[src/rtl/scan_tap_pkg.sv]
package scan_tap_pkg;

  typedef enum logic [3:0] {
    ST_RESET  = 4'd0,
    ST_IDLE   = 4'd1,
    ST_SEL_DR = 4'd2,
    ST_CAP_DR = 4'd3,
    ST_SH_DR  = 4'd4,
    ST_EX1_DR = 4'd5,
    ST_PAU_DR = 4'd6,
    ST_EX2_DR = 4'd7,
    ST_UPD_DR = 4'd8,
    ST_SEL_IR = 4'd9,
    ST_CAP_IR = 4'd10,
    ST_SH_IR  = 4'd11,
    ST_EX1_IR = 4'd12,
    ST_PAU_IR = 4'd13,
    ST_EX2_IR = 4'd14,
    ST_UPD_IR = 4'd15
  } tap_state_t;

  typedef enum logic [1:0] {
    DRS_BYPASS   = 2'd0,
    DRS_IDENT    = 2'd1,
    DRS_BOUNDARY = 2'd2
  } dr_sel_t;

  // Port controller transition on one rising edge of the test clock.
  function automatic tap_state_t tap_next(input tap_state_t s, input logic m);
    tap_state_t n;
    case (s)
      ST_RESET:  n = m ? ST_RESET  : ST_IDLE;
      ST_IDLE:   n = m ? ST_SEL_DR : ST_IDLE;
      ST_SEL_DR: n = m ? ST_SEL_IR : ST_CAP_DR;
      ST_CAP_DR: n = m ? ST_EX1_DR : ST_SH_DR;
      ST_SH_DR:  n = m ? ST_EX1_DR : ST_SH_DR;
      ST_EX1_DR: n = m ? ST_UPD_DR : ST_PAU_DR;
      ST_PAU_DR: n = m ? ST_EX2_DR : ST_PAU_DR;
      ST_EX2_DR: n = m ? ST_UPD_DR : ST_SH_DR;
      ST_UPD_DR: n = m ? ST_SEL_DR : ST_IDLE;
      ST_SEL_IR: n = m ? ST_RESET  : ST_CAP_IR;
      ST_CAP_IR: n = m ? ST_EX1_IR : ST_SH_IR;
      ST_SH_IR:  n = m ? ST_EX1_IR : ST_SH_IR;
      ST_EX1_IR: n = m ? ST_UPD_IR : ST_PAU_IR;
      ST_PAU_IR: n = m ? ST_EX2_IR : ST_PAU_IR;
      ST_EX2_IR: n = m ? ST_UPD_IR : ST_SH_IR;
      ST_UPD_IR: n = m ? ST_SEL_DR : ST_IDLE;
      default:   n = ST_RESET;
    endcase
    return n;
  endfunction

endpackage

[src/rtl/scan_tap_fsm.sv]
module scan_tap_fsm
  import scan_tap_pkg::*;
(
  input  logic       tck,
  input  logic       trst_n,
  input  logic       tms,
  output tap_state_t state
);

  always_ff @(posedge tck or negedge trst_n) begin
    if (!trst_n) state <= ST_RESET;
    else         state <= tap_next(state, tms);
  end

endmodule

[src/rtl/scan_tap_ir.sv]
module scan_tap_ir
  import scan_tap_pkg::*;
#(
  parameter int                IR_W       = 5,
  parameter logic [IR_W-1:0]   IR_CAPTURE = 5'b00001,
  parameter logic [IR_W-1:0]   OP_BYPASS  = 5'b11111,
  parameter logic [IR_W-1:0]   OP_EXTEST  = 5'b00000,
  parameter logic [IR_W-1:0]   OP_SAMPLE  = 5'b10000,
  parameter logic [IR_W-1:0]   OP_IDCODE  = 5'b00010
) (
  input  logic       tck,
  input  logic       trst_n,
  input  tap_state_t state,
  input  logic       tdi,
  output logic       ir_lsb,
  output dr_sel_t    dr_sel,
  output logic       sel_extest,
  output logic       sel_sample
);

  logic [IR_W-1:0] shreg_q;
  logic [IR_W-1:0] instr_q;

  // Capture and shift on the rising edge.
  always_ff @(posedge tck or negedge trst_n) begin
    if (!trst_n) begin
      shreg_q <= IR_CAPTURE;
    end else if (state == ST_CAP_IR) begin
      shreg_q <= IR_CAPTURE;
    end else if (state == ST_SH_IR) begin
      shreg_q <= {tdi, shreg_q[IR_W-1:1]};
    end
  end

  // The active instruction moves only on the falling edge.
  always_ff @(negedge tck or negedge trst_n) begin
    if (!trst_n) begin
      instr_q <= OP_IDCODE;
    end else if (state == ST_RESET) begin
      instr_q <= OP_IDCODE;
    end else if (state == ST_UPD_IR) begin
      instr_q <= shreg_q;
    end
  end

  assign ir_lsb = shreg_q[0];

  always_comb begin
    sel_extest = 1'b0;
    sel_sample = 1'b0;
    dr_sel     = DRS_BYPASS;
    if (instr_q == OP_BYPASS) begin
      dr_sel = DRS_BYPASS;
    end else if (instr_q == OP_EXTEST) begin
      sel_extest = 1'b1;
      dr_sel     = DRS_BOUNDARY;
    end else if (instr_q == OP_SAMPLE) begin
      sel_sample = 1'b1;
      dr_sel     = DRS_BOUNDARY;
    end else if (instr_q == OP_IDCODE) begin
      dr_sel = DRS_IDENT;
    end
  end

endmodule

[src/rtl/scan_tap_dr.sv]
module scan_tap_dr
  import scan_tap_pkg::*;
#(
  parameter int              ID_W     = 32,
  parameter logic [ID_W-1:0] ID_VALUE = 32'h0000_0001
) (
  input  logic       tck,
  input  logic       trst_n,
  input  tap_state_t state,
  input  logic       tdi,
  input  dr_sel_t    dr_sel,
  input  logic       bsr_tdo,
  output logic       dr_tdo
);

  logic            byp_q;
  logic [ID_W-1:0] id_q;

  always_ff @(posedge tck or negedge trst_n) begin
    if (!trst_n) begin
      byp_q <= 1'b0;
    end else if (dr_sel == DRS_BYPASS) begin
      if (state == ST_CAP_DR)     byp_q <= 1'b0;
      else if (state == ST_SH_DR) byp_q <= tdi;
    end
  end

  always_ff @(posedge tck or negedge trst_n) begin
    if (!trst_n) begin
      id_q <= ID_VALUE;
    end else if (dr_sel == DRS_IDENT) begin
      if (state == ST_CAP_DR)     id_q <= ID_VALUE;
      else if (state == ST_SH_DR) id_q <= {tdi, id_q[ID_W-1:1]};
    end
  end

  always_comb begin
    case (dr_sel)
      DRS_IDENT:    dr_tdo = id_q[0];
      DRS_BOUNDARY: dr_tdo = bsr_tdo;
      default:      dr_tdo = byp_q;
    endcase
  end

endmodule

[src/rtl/scan_tap_ctrl.sv]
module scan_tap_ctrl
  import scan_tap_pkg::*;
#(
  parameter int              IR_W       = 5,
  parameter logic [IR_W-1:0] IR_CAPTURE = 5'b00001,
  parameter logic [IR_W-1:0] OP_BYPASS  = 5'b11111,
  parameter logic [IR_W-1:0] OP_EXTEST  = 5'b00000,
  parameter logic [IR_W-1:0] OP_SAMPLE  = 5'b10000,
  parameter logic [IR_W-1:0] OP_IDCODE  = 5'b00010,
  parameter logic [3:0]      ID_VERSION = 4'b0010,
  parameter logic [15:0]     ID_PART    = 16'b0010011110100101,
  parameter logic [10:0]     ID_MAKER   = 11'b00001100101
) (
  input  logic tck,
  input  logic trst_n,
  input  logic tms,
  input  logic tdi,
  input  logic bsr_tdo,
  output logic tdo,
  output logic tdo_oe,
  output logic sel_extest,
  output logic sel_sample,
  output logic sel_bsr,
  output logic capture_dr,
  output logic shift_dr,
  output logic update_dr
);

  localparam int              ID_W     = 4 + 16 + 11 + 1;
  localparam logic [ID_W-1:0] ID_VALUE = {ID_VERSION, ID_PART, ID_MAKER, 1'b1};

  tap_state_t state_q;
  dr_sel_t    dr_sel;
  logic       ir_lsb;
  logic       dr_tdo;

  scan_tap_fsm u_fsm (
    .tck    (tck),
    .trst_n (trst_n),
    .tms    (tms),
    .state  (state_q)
  );

  scan_tap_ir #(
    .IR_W       (IR_W),
    .IR_CAPTURE (IR_CAPTURE),
    .OP_BYPASS  (OP_BYPASS),
    .OP_EXTEST  (OP_EXTEST),
    .OP_SAMPLE  (OP_SAMPLE),
    .OP_IDCODE  (OP_IDCODE)
  ) u_ir (
    .tck        (tck),
    .trst_n     (trst_n),
    .state      (state_q),
    .tdi        (tdi),
    .ir_lsb     (ir_lsb),
    .dr_sel     (dr_sel),
    .sel_extest (sel_extest),
    .sel_sample (sel_sample)
  );

  scan_tap_dr #(
    .ID_W     (ID_W),
    .ID_VALUE (ID_VALUE)
  ) u_dr (
    .tck     (tck),
    .trst_n  (trst_n),
    .state   (state_q),
    .tdi     (tdi),
    .dr_sel  (dr_sel),
    .bsr_tdo (bsr_tdo),
    .dr_tdo  (dr_tdo)
  );

  assign sel_bsr    = (dr_sel == DRS_BOUNDARY);
  assign capture_dr = (state_q == ST_CAP_DR);
  assign shift_dr   = (state_q == ST_SH_DR);
  assign update_dr  = (state_q == ST_UPD_DR);

  // Serial output retimed to the falling edge.
  always_ff @(negedge tck or negedge trst_n) begin
    if (!trst_n) begin
      tdo    <= 1'b0;
      tdo_oe <= 1'b0;
    end else if (state_q == ST_SH_IR) begin
      tdo    <= ir_lsb;
      tdo_oe <= 1'b1;
    end else if (state_q == ST_SH_DR) begin
      tdo    <= dr_tdo;
      tdo_oe <= 1'b1;
    end else begin
      tdo_oe <= 1'b0;
    end
  end

endmodule

[config.mk]
export PLATFORM = sky130hd
export DESIGN_NAME = scan_tap_ctrl
export DESIGN_NICKNAME = d
export VERILOG_FILES = /design/src/rtl/scan_tap_pkg.sv /design/src/rtl/scan_tap_fsm.sv /design/src/rtl/scan_tap_ir.sv /design/src/rtl/scan_tap_dr.sv /design/src/rtl/scan_tap_ctrl.sv
export SDC_FILE = /design/constraint.sdc
export NUM_CORES = 1
export LEC_CHECK = 0
export ABC_AREA = 1
export BUFFER_PORTS_ARGS = -buffer_cell sky130_fd_sc_hd__buf_2
export CAP_MARGIN = 20
export CORE_UTILIZATION = 60
export CTS_CLUSTER_SIZE = 30
export DETAILED_ROUTE_END_ITERATION = 8
export PLACE_DENSITY = 0.75
export SLEW_MARGIN = 15
export SYNTH_ARGS = -nofsm -noshare
export SYNTH_HDL_FRONTEND = slang
export SYNTH_SLANG_ARGS = --single-unit
[constraint.sdc]
create_clock -name tck -period 1.62 [get_ports tck]
set_input_delay 0.324 -clock tck [delete_from_list [all_inputs] [get_ports tck]]
set_output_delay 0.324 -clock tck [all_outputs]
set_load 0.03 [all_outputs]
==> results.txt, run 1 <==
----------------------------------------------------
[Logic synthesis]
  Top post-synthesis cells by count ... sky130_fd_sc_hd__nand2_1 (80), sky130_fd_sc_hd__o21ai_2 (32), sky130_fd_sc_hd__dfrtp_1 (27)
  Number of unique standard cell types used by synthesis ... 26
  Post-synthesis cell count ... approximately 260
  Count of flip-flops with a built-in enable after synthesis ... 0
  Synth Register Bits ... between 40 and 50
  Share of async-settable or async-resettable flops after synthesis ... 1.000
  Syn_nets ... 272
  Avg Inst Size Synth ... about 9.1 µm²
  Main flop type after synthesis ... sky130_fd_sc_hd__dfrtp_1
  Leading cell types by total area after synthesis ... sky130_fd_sc_hd__dfrtp_1 (28%), sky130_fd_sc_hd__dfstp_2 (17%), sky130_fd_sc_hd__nand2_1 (12%)
  Cell Area, Synth ... 0.002404 mm²
  Sequential share of the synthesized area ... 0.5185
  Top cell type's share of synthesized area ... 0.2811
  Cell taking the most area after synthesis ... sky130_fd_sc_hd__dfrtp_1
  Number of warnings reported in the yosys synthesis log ... 0
  Count leader, synth ... sky130_fd_sc_hd__nand2_1

[Floorplan]
  Starting density of the core ... 0.6420
  Die span in y ... 65.29 µm
  Overall die width ... 65.29 µm
  I/O Pins ... 13
  Row cnt ... 22

[Placed design]
  Number of buffers added on ports ... 12
  Routability-driven placement congestion ratio ... 0.9287
  Total cell area at the placement stage ... 0.002810 mm²
  Detail Placement HPWL ... 3263 µm

[CTS]
  CTS max path bufs ... 2
  Num CTS Buffers ... 5
  CTS Sinks ... 49
  Root buffer cell ... sky130_fd_sc_hd__clkbuf_8
  H-tree level count ... 2

[Global routing]
  Pin count of the biggest net entering global routing ... 23

[STA]
  Worst End Pin Type ... output port
  Last reported worst endpoint of the global-route repair pass ... sel_bsr

[Run status]
  Err ... [ERROR DPL-0038] Utilization greater than 100%, impossible to legalize
  Status ... did not finish
  Fail Step ... 5_1_grt

----------------------------------------------------
==> per-stage QoR <==
stage / utilization / cells / TNS (ns) / hold slack [ns] / setup slack (ns)
detailed placement: 0.7507 / 349 / -23.86 / 0.2156 / -0.6585
global placement: 0.7507 / 349 / -23.00 / 0.2121 / -0.6221
floorplan: - / 264 / -20.28 / 0.02841 / -0.5510
CTS: 0.9532 / 387 / -31.21 / 0.2553 / -0.8742
==> cells by family after synthesis <==
family / after synthesis / synth area share
adders and majority gates: 3 / 0.01562
and+or+nand+nor: 127 / 0.2249
buffers and inverters: 34 / 0.07808
AOI/OAI and AO/OA: 51 / 0.1629
DFF: 49 / 0.5185
==> repair_timing <==
| action | 4_1_cts |
|---|---|
| gates resized for setup | 87 |
| hold buffers | 1 |
| endpoints found under the hold margin | 2 |
| buffers inserted | 24 |
| pin swaps | 11 |
| gates cloned | 7 |
| setup endpoints to repair | 48 |
==> inputs of run 2 (changes only) <==
--- a/config.mk
+++ b/config.mk
@@ -8,10 +8,9 @@
 export ABC_AREA = 1
 export BUFFER_PORTS_ARGS = -buffer_cell sky130_fd_sc_hd__buf_2
 export CAP_MARGIN = 20
-export CORE_UTILIZATION = 60
-export CTS_CLUSTER_SIZE = 30
+export CORE_UTILIZATION = 40
 export DETAILED_ROUTE_END_ITERATION = 8
-export PLACE_DENSITY = 0.75
+export PLACE_DENSITY_LB_ADDON = 0.15
 export SLEW_MARGIN = 15
 export SYNTH_ARGS = -nofsm -noshare
 export SYNTH_HDL_FRONTEND = slang
==> run 2 against run 1 <==
Area after synthesis unchanged. Synthesized cell count is the same. The flow now finishes, with violations (setup timing).
==> results.txt, run 2 <==
----------------------------------------------------
[CTS]
  CTS Sinks ... 49
  Num CTS Buffers ... 5
  CTS tree ... built
  CTS max path bufs ... 2
  Root buffer cell ... sky130_fd_sc_hd__clkbuf_8
  Source-to-sink clock delay at the later pin of the worst-skew pair ... 0.35 ns
  Clock-pin slew of the registers on the worst-case setup and hold paths ... 0.09 ns
  H-tree level count ... 2

[Hold path]
  Hold Path Cell Cnt ... 3
  Hold WC Path Type ... in2reg
  Origin of the worst min-delay path ... tdi
  Hold Path End ... u_ir.shreg_q[4]

[Logic synthesis]
  Share of async-settable or async-resettable flops after synthesis ... 1.000
  Sequential share of the synthesized area ... 0.5185
  Count of flip-flops with a built-in enable after synthesis ... 0
  Top post-synthesis cells by count ... sky130_fd_sc_hd__nand2_1 (80), sky130_fd_sc_hd__o21ai_2 (32), sky130_fd_sc_hd__dfrtp_1 (27)
  Count leader, synth ... sky130_fd_sc_hd__nand2_1
  Top cell type's share of synthesized area ... 0.2811
  Cell taking the most area after synthesis ... sky130_fd_sc_hd__dfrtp_1
  Cell Area, Synth ... 0.002404 mm²
  Syn_nets ... 272
  Synth Register Bits ... 49
  Leading cell types by total area after synthesis ... sky130_fd_sc_hd__dfrtp_1 (28%), sky130_fd_sc_hd__dfstp_2 (17%), sky130_fd_sc_hd__nand2_1 (12%)
  Number of warnings reported in the yosys synthesis log ... 0
  Avg Inst Size Synth ... just over 9 µm²
  Number of unique standard cell types used by synthesis ... 26
  Main flop type after synthesis ... sky130_fd_sc_hd__dfrtp_1
  Post-synthesis cell count ... 264

[Final layout]
  Top reg by flops ... u_dr.id_q
  Multi-input combinational cell area ... 0.001406 mm²
  Ratio of cells with drive above 1 in the final layout ... 0.6118
  Largest register FFs ... 32
  Design area ... around 0.0037 mm²
  Fill cell count ... 420
  Area growth syn-to-layout ... 55.54%
  Registers with the most flip-flops ... u_dr.id_q (32), u_ir.instr_q (5), u_ir.shreg_q (5)
  Net total in the final layout ... 347
  Most common cell after layout, fill and taps aside ... sky130_fd_sc_hd__buf_4
  Antenna Diode Count ... 0
  Register Area ... around 0.0013 mm²
  Most frequent cells in the layout ... sky130_fd_sc_hd__buf_4 (44), sky130_fd_sc_hd__nand2_1 (41), sky130_fd_sc_hd__nand2_4 (34), sky130_fd_sc_hd__o21ai_2 (33), sky130_fd_sc_hd__dfrtp_1 (23)

[Detailed routing]
  Number of design-rule violations left by the first detailed-router iteration ... 88
  Routed vias/inst ... between 4 and 5
  Total vias in the final route ... 2007
  Number of detailed-routing iterations run before antenna repair ... 5
  WL/cell ... between 10 and 15 µm
  Antenna viol nets, final ... 0
  Aggregate routed wire length ... approximately 5600 µm
  DRC viols ... 0

[STA]
  Worst slew slack as a fraction of its limit ... 0.6932
  Setup tns final ... -31.78 ns
  Final Max Tran Viols ... 0
  Worst-case clock skew ... 0.06229 ns
  Final Hold Vio Count ... 0
  Setup repair after global routing missed its margin ... true
  Final setup vio count ... 48
  Min setup slack post-route ... -0.8978 ns
  Worst Max-Slew Pin Slew ... ~0.46 ns

[Run status]
  Violations in the final reports ... setup timing
  Status ... finished, violations left

[Setup path]
  Type of the worst setup path ... reg2out
  Reg2Reg Depth ... 8
  CP max FO ... 2
  Reg-to-reg setup timing slack ... -0.85 ns
  Arrival time of data at the critical path endpoint ... around 2.2 ns
  Crit Reg-Reg Endpoint ... u_dr.id_q[26]
  CP endpoint kind ... output port
  Data required, critical path ... 1.30 ns
  Startpoint of the worst setup timing path ... u_ir.instr_q[1]
  Start of the worst register-to-register path ... u_ir.instr_q[1]
  Startpoint class of the critical path ... flip-flop

[Run]
  Number of max-capacitance violations reported ... 0

[Power and ir drop]
  LEAKAGE ... 1.749 nW
  Total chip power ... 0.007128 W
  P per Cell Area ... about 1900 mW/mm²
  VDD IR max ... 0.9561 mV

[Placed design]
  Pre-CTS setup slack ... -0.6628 ns
  Detail Placement HPWL ... 3389 µm
  Number of buffers added on ports ... 12
  Total cell area at the placement stage ... slightly below 0.003 mm²
  Routability-driven placement congestion ratio ... approximately 0.88

[Floorplan]
  Row cnt ... 27
  Floorplan core area ... 0.005642 mm²
  Overall die width ... 79.52 µm
  Starting density of the core ... 0.4260
  Die span in y ... 79.52 µm
  Die outline area ... 0.006323 mm²
  I/O Pins ... 13

[Global routing]
  Overall routing resource usage ... 0.1974
  Pin count of the biggest net entering global routing ... 37
  Vias in the first global route ... 1970
  Number of antenna violations at the first check in global routing ... 0
  Global route overflow ... 0
  First-pass GRT wire length ... 9542 µm

----------------------------------------------------
run 2: metrics by stage:
step                hold WS [ns]    util  std cells
global route              0.2963  0.6627        412
CTS                       0.2611  0.6270        406
finish                    0.2674  0.6627        412
detailed placement        0.2097  0.5110        377
floorplan                0.02841       -        264
global placement          0.2157  0.5110        377
run 2: power by group:
group	switching [W]	internal [W]	total, W	leakage [nW]
clock network	0.000435	0.000311	0.000746	0.0471
logic	0.00208	0.00211	0.00419	1.10
registers	0.000426	0.00177	0.00220	0.602
total	0.00294	0.00419	0.00713	1.75
run 2: routing by layer:
layer | part of all wire | track usage | routed length [µm] | up-vias
met5 | 0 | 0 | 0 | -
met4 | 0.012 | 0.06545 | 65 | 0
met3 | 0.031 | 0.03314 | 175 | 5
met2 | 0.48 | 0.3120 | 2714 | 25
met1 | 0.48 | 0.2739 | 2676 | 975
li1 | - | - | - | 1002
run 2: area by class of cell:
| cell class | instances | share of cell area |
|---|---|---|
| tap | 72 | 0.02410 |
| sequential | 49 | 0.3347 |
| clock buffer | 6 | 0.01941 |
| timing repair buffer | 75 | 0.2108 |
| clock inverter | 3 | 0.004685 |
| inverter | 24 | 0.03012 |
| multi-input combinational | 183 | 0.3762 |
run 2: worst max-delay path, stage by stage (launching register included):
cell and delay, ns:
sky130_fd_sc_hd__dfstp_2 0.53, sky130_fd_sc_hd__nand4_1 0.14, sky130_fd_sc_hd__ha_2 0.22, sky130_fd_sc_hd__buf_6 0.14
run 2: timing repair:
item,CTS,global route
hold buffers,1,0
gates resized for setup,89,29
setup buffers,15,6
endpoints found under the setup margin,48,48
pin swaps,12,11
endpoints found under the hold margin,4,0
gates cloned,7,2
run 2: cells by family (layout without fill, tap and decap cells):
family          count (synthesis)  after routing  share of synthesized area
buf+inv                        34            108                    0.07808
compound gates                 51             51                     0.1629
fa+ha+maj                       3              3                    0.01562
flops                          49             49                     0.5185
simple gates                  127            129                     0.2249
run 2: worst max-delay path by stage:
| stage | to | slack (ns) | depth (start not counted) |
|---|---|---|---|
| after CTS | sel_bsr | -0.89 | 5 |
| after floorplan | u_dr.id_q[15] | -0.55 | 7 |
| after global routing | sel_bsr | -0.95 | 3 |
| final | sel_bsr | -0.90 | 3 |
| after global placement | u_dr.id_q[23] | -0.61 | 7 |
| after detailed placement | u_dr.id_q[11] | -0.66 | 7 |
(Power assumes the default switching activity.)
==> inputs of run 3 (changes only) <==
--- a/config.mk
+++ b/config.mk
@@ -14,4 +14,5 @@
 export SLEW_MARGIN = 15
 export SYNTH_ARGS = -nofsm -noshare
 export SYNTH_HDL_FRONTEND = slang
+export SYNTH_HIERARCHICAL = 1
 export SYNTH_SLANG_ARGS = --single-unit
==> run 3 against run 2 <==
The flow still finishes with violations (setup timing). Area after synthesis increased by 8.4%. Final cell count is 16% higher. Sequential share of layout area is 0.49 points higher. Design area is 1.4% lower. Clock skew hardly changed. Critical endpoint unchanged.
==> results.txt, run 3 <==
----------------------------------------------------
[Detailed routing]
  DRC viols ... 0
  Antenna viol nets, final ... 0
  WL/cell ... 13.54 µm
  Aggregate routed wire length ... about 6500 µm
  Total vias in the final route ... 2385
  Routed vias/inst ... around 5
  Number of detailed-routing iterations run before antenna repair ... 5
  Number of design-rule violations left by the first detailed-router iteration ... 137

[Setup path]
  Ordered list of cells on the worst path ... inv_2 -> nor4_4 -> buf_4 -> nor2_1 -> buf_4
  Data required, critical path ... between 1 and 1.5 ns
  CP endpoint kind ... output port
  Crit Reg-Reg Endpoint ... u_dr/id_q[13]
  Type of the worst setup path ... reg2out
  Startpoint of the worst setup timing path ... u_ir/instr_q[1]
  Reg-to-reg setup timing slack ... -0.80 ns
  Arrival time of data at the critical path endpoint ... approximately 2.2 ns
  Dominant cell type by count on the critical path ... sky130_fd_sc_hd__buf_4
  CP max FO ... 3
  Startpoint class of the critical path ... flip-flop
  CP endpoint ... sel_bsr
  CP max-delay cell ... sky130_fd_sc_hd__dfstp_2
  Start of the worst register-to-register path ... u_ir/instr_q[1]
  Largest stage delay, worst path ... 0.51 ns
  Reg2Reg Depth ... 8

[Floorplan]
  Die span in y ... 82.70 µm
  Overall die width ... 82.70 µm
  Starting density of the core ... 0.4126
  Floorplan core area ... between 0.006 and 0.007 mm²
  I/O Pins ... 13
  Row cnt ... 29
  Die outline area ... around 0.0068 mm²

[STA]
  Final setup vio count ... 46
  Min setup slack post-route ... -0.9055 ns
  Worst slew slack as a fraction of its limit ... 0.7666
  Worst Max-Slew Pin Slew ... about 0.35 ns
  Final Max Tran Viols ... 0
  Worst-case clock skew ... 0.06264 ns
  Setup repair after global routing missed its margin ... true
  Worst hold margin ... 0.04526 ns
  Final Hold Vio Count ... 0

[Final layout]
  Antenna Diode Count ... 0
  Top reg by flops ... u_dr/id_q
  Most frequent cells in the layout ... sky130_fd_sc_hd__nand2_1 (90), sky130_fd_sc_hd__nand2_2 (41), sky130_fd_sc_hd__inv_1 (33), sky130_fd_sc_hd__buf_4 (33), sky130_fd_sc_hd__dfrtp_1 (23)
  Area growth syn-to-layout ... 41.45%
  Registers with the most flip-flops ... u_dr/id_q (32), u_ir/instr_q (5), u_ir/shreg_q (5)
  Ratio of cells with drive above 1 in the final layout ... 0.4539
  Largest register FFs ... 32
  Post-route non-filler standard cell count ... roughly 480
  Fill cell count ... 558
  Net total in the final layout ... 408
  Design area ... 0.003685 mm²
  Final core utilization ... 0.5836
  Most common cell after layout, fill and taps aside ... sky130_fd_sc_hd__nand2_1

[Logic synthesis]
  Cell Area, Synth ... 0.002605 mm²
  Post-synthesis cell count ... 341
  Share of async-settable or async-resettable flops after synthesis ... 1.000
  Number of unique standard cell types used by synthesis ... 28
  Count leader, synth ... sky130_fd_sc_hd__nand2_1
  Top cell type's share of synthesized area ... 0.2594
  Top post-synthesis cells by count ... sky130_fd_sc_hd__nand2_1 (129), sky130_fd_sc_hd__inv_1 (39), sky130_fd_sc_hd__nand3_1 (33)
  Count of flip-flops with a built-in enable after synthesis ... 0
  Syn_nets ... between 300 and 400
  Avg Inst Size Synth ... 7.639 µm²
  Main flop type after synthesis ... sky130_fd_sc_hd__dfrtp_1
  Cell taking the most area after synthesis ... sky130_fd_sc_hd__dfrtp_1
  Number of warnings reported in the yosys synthesis log ... 6
  Synth Register Bits ... 49
  Sequential share of the synthesized area ... 0.4784
  Leading cell types by total area after synthesis ... sky130_fd_sc_hd__dfrtp_1 (26%), sky130_fd_sc_hd__nand2_1 (19%), sky130_fd_sc_hd__dfstp_2 (16%)

[CTS]
  Root buffer cell ... sky130_fd_sc_hd__clkbuf_8
  Count of hold-fix buffers inserted at cts ... 0
  Source-to-sink clock delay at the later pin of the worst-skew pair ... around 0.36 ns
  CTS max path bufs ... 2
  Num CTS Buffers ... 5
  H-tree level count ... 2
  CTS Sinks ... 49
  Clock-pin slew of the registers on the worst-case setup and hold paths ... 0.09 ns
  CTS tree ... built

[Placed design]
  Pre-CTS setup slack ... -0.7328 ns
  Total cell area at the placement stage ... 0.002959 mm²
  Number of buffers added on ports ... 12
  Placed instance count ... 444
  Routability-driven placement congestion ratio ... roughly 0.84
  Detail Placement HPWL ... 3602 µm

[Global routing]
  Overall routing resource usage ... 0.2048
  Vias in the first global route ... 2222
  First-pass GRT wire length ... 10410 µm
  Pin count of the biggest net entering global routing ... 34
  Global route overflow ... 0
  Number of antenna violations at the first check in global routing ... 0

[Run]
  Number of max-capacitance violations reported ... 0

[Power and ir drop]
  P per Cell Area ... 1760 mW/mm²
  LEAKAGE ... ~1.9 nW
  VDD IR max ... 1.163 mV

[Run status]
  Violations in the final reports ... setup timing
  Status ... finished, violations left

[Hold path]
  Hold WC Path Type ... in2async

----------------------------------------------------
[run 3: worst min path at each step]
stage / slack [ns] / end / startpoint / cells past startpoint
2_1_floorplan: 0.03 / u_dr/byp_q / trst_n / 0
3_3_place_gp: 0.39 / u_ir/shreg_q[4] / trst_n / 2
3_5_place_dp: 0.38 / u_ir/shreg_q[1] / trst_n / 2
4_1_cts: 0.05 / u_dr/byp_q / trst_n / 2
5_1_grt: 0.04 / u_dr/byp_q / trst_n / 2
6_report: 0.05 / u_ir/shreg_q[1] / trst_n / 2
[run 3: layer usage]
layer	wire [µm]	track usage	vias to the layer above
met2	3205	0.3484	60
met3	284	0.04286	9
li1	-	-	1194
met1	2866	0.2574	1122
met4	115	0.06724	0
met5	0	0	-
[run 3: timing repair]
action / in CTS / in global routing
cloned: 7 / 0
buffers inserted: 19 / 4
pin swaps: 47 / 18
setup endpoints to repair: 47 / 48
resized for setup: 80 / 34
[run 3: cell type report]
cell class / instances / area (µm²) / share of cell area
multi-input cells: 237 / 1440 / 0.3908
well taps: 77 / 96.34 / 0.02615
clock inverters: 3 / 17.52 / 0.004754
inverters: 42 / 160.2 / 0.04346
clock buffers: 6 / 72.57 / 0.01969
flip-flops and latches: 49 / 1251 / 0.3396
repair buffers: 64 / 646.9 / 0.1756
[run 3: worst max-delay path: cells and delay by family, from the launching register on]
family,cells,cell delay [ns]
buffers and inverters,3,0.35
flip-flops,1,0.51
AND/OR/NAND/NOR,2,0.17
[run 3: power breakdown]
group | internal [W] | leakage (nW) | switching, W
sequential | 0.00172 | 0.606 | 0.000364
clock | 0.000310 | 0.0471 | 0.000424
combinational | 0.00163 | 1.22 | 0.00203
total | 0.00366 | 1.87 | 0.00282
[run 3: through the flow]
step | total power, W | TNS (ns)
3_3_place_gp | 0.004267 | -25.92
4_1_cts | 0.006352 | -30.56
2_1_floorplan | 0.003735 | -23.51
5_1_grt | 0.006938 | -33.74
6_report | 0.006487 | -29.90
3_5_place_dp | 0.004284 | -26.48
[run 3: cell families (layout without fill, tap and decap cells)]
| family | Yosys count | in the layout | share of synthesized area |
|---|---|---|---|
| compound gates | 10 | 10 | 0.02114 |
| fa+ha+maj | 3 | 3 | 0.01441 |
| buf+inv | 58 | 115 | 0.1004 |
| flops | 49 | 49 | 0.4784 |
| simple gates | 221 | 224 | 0.3857 |
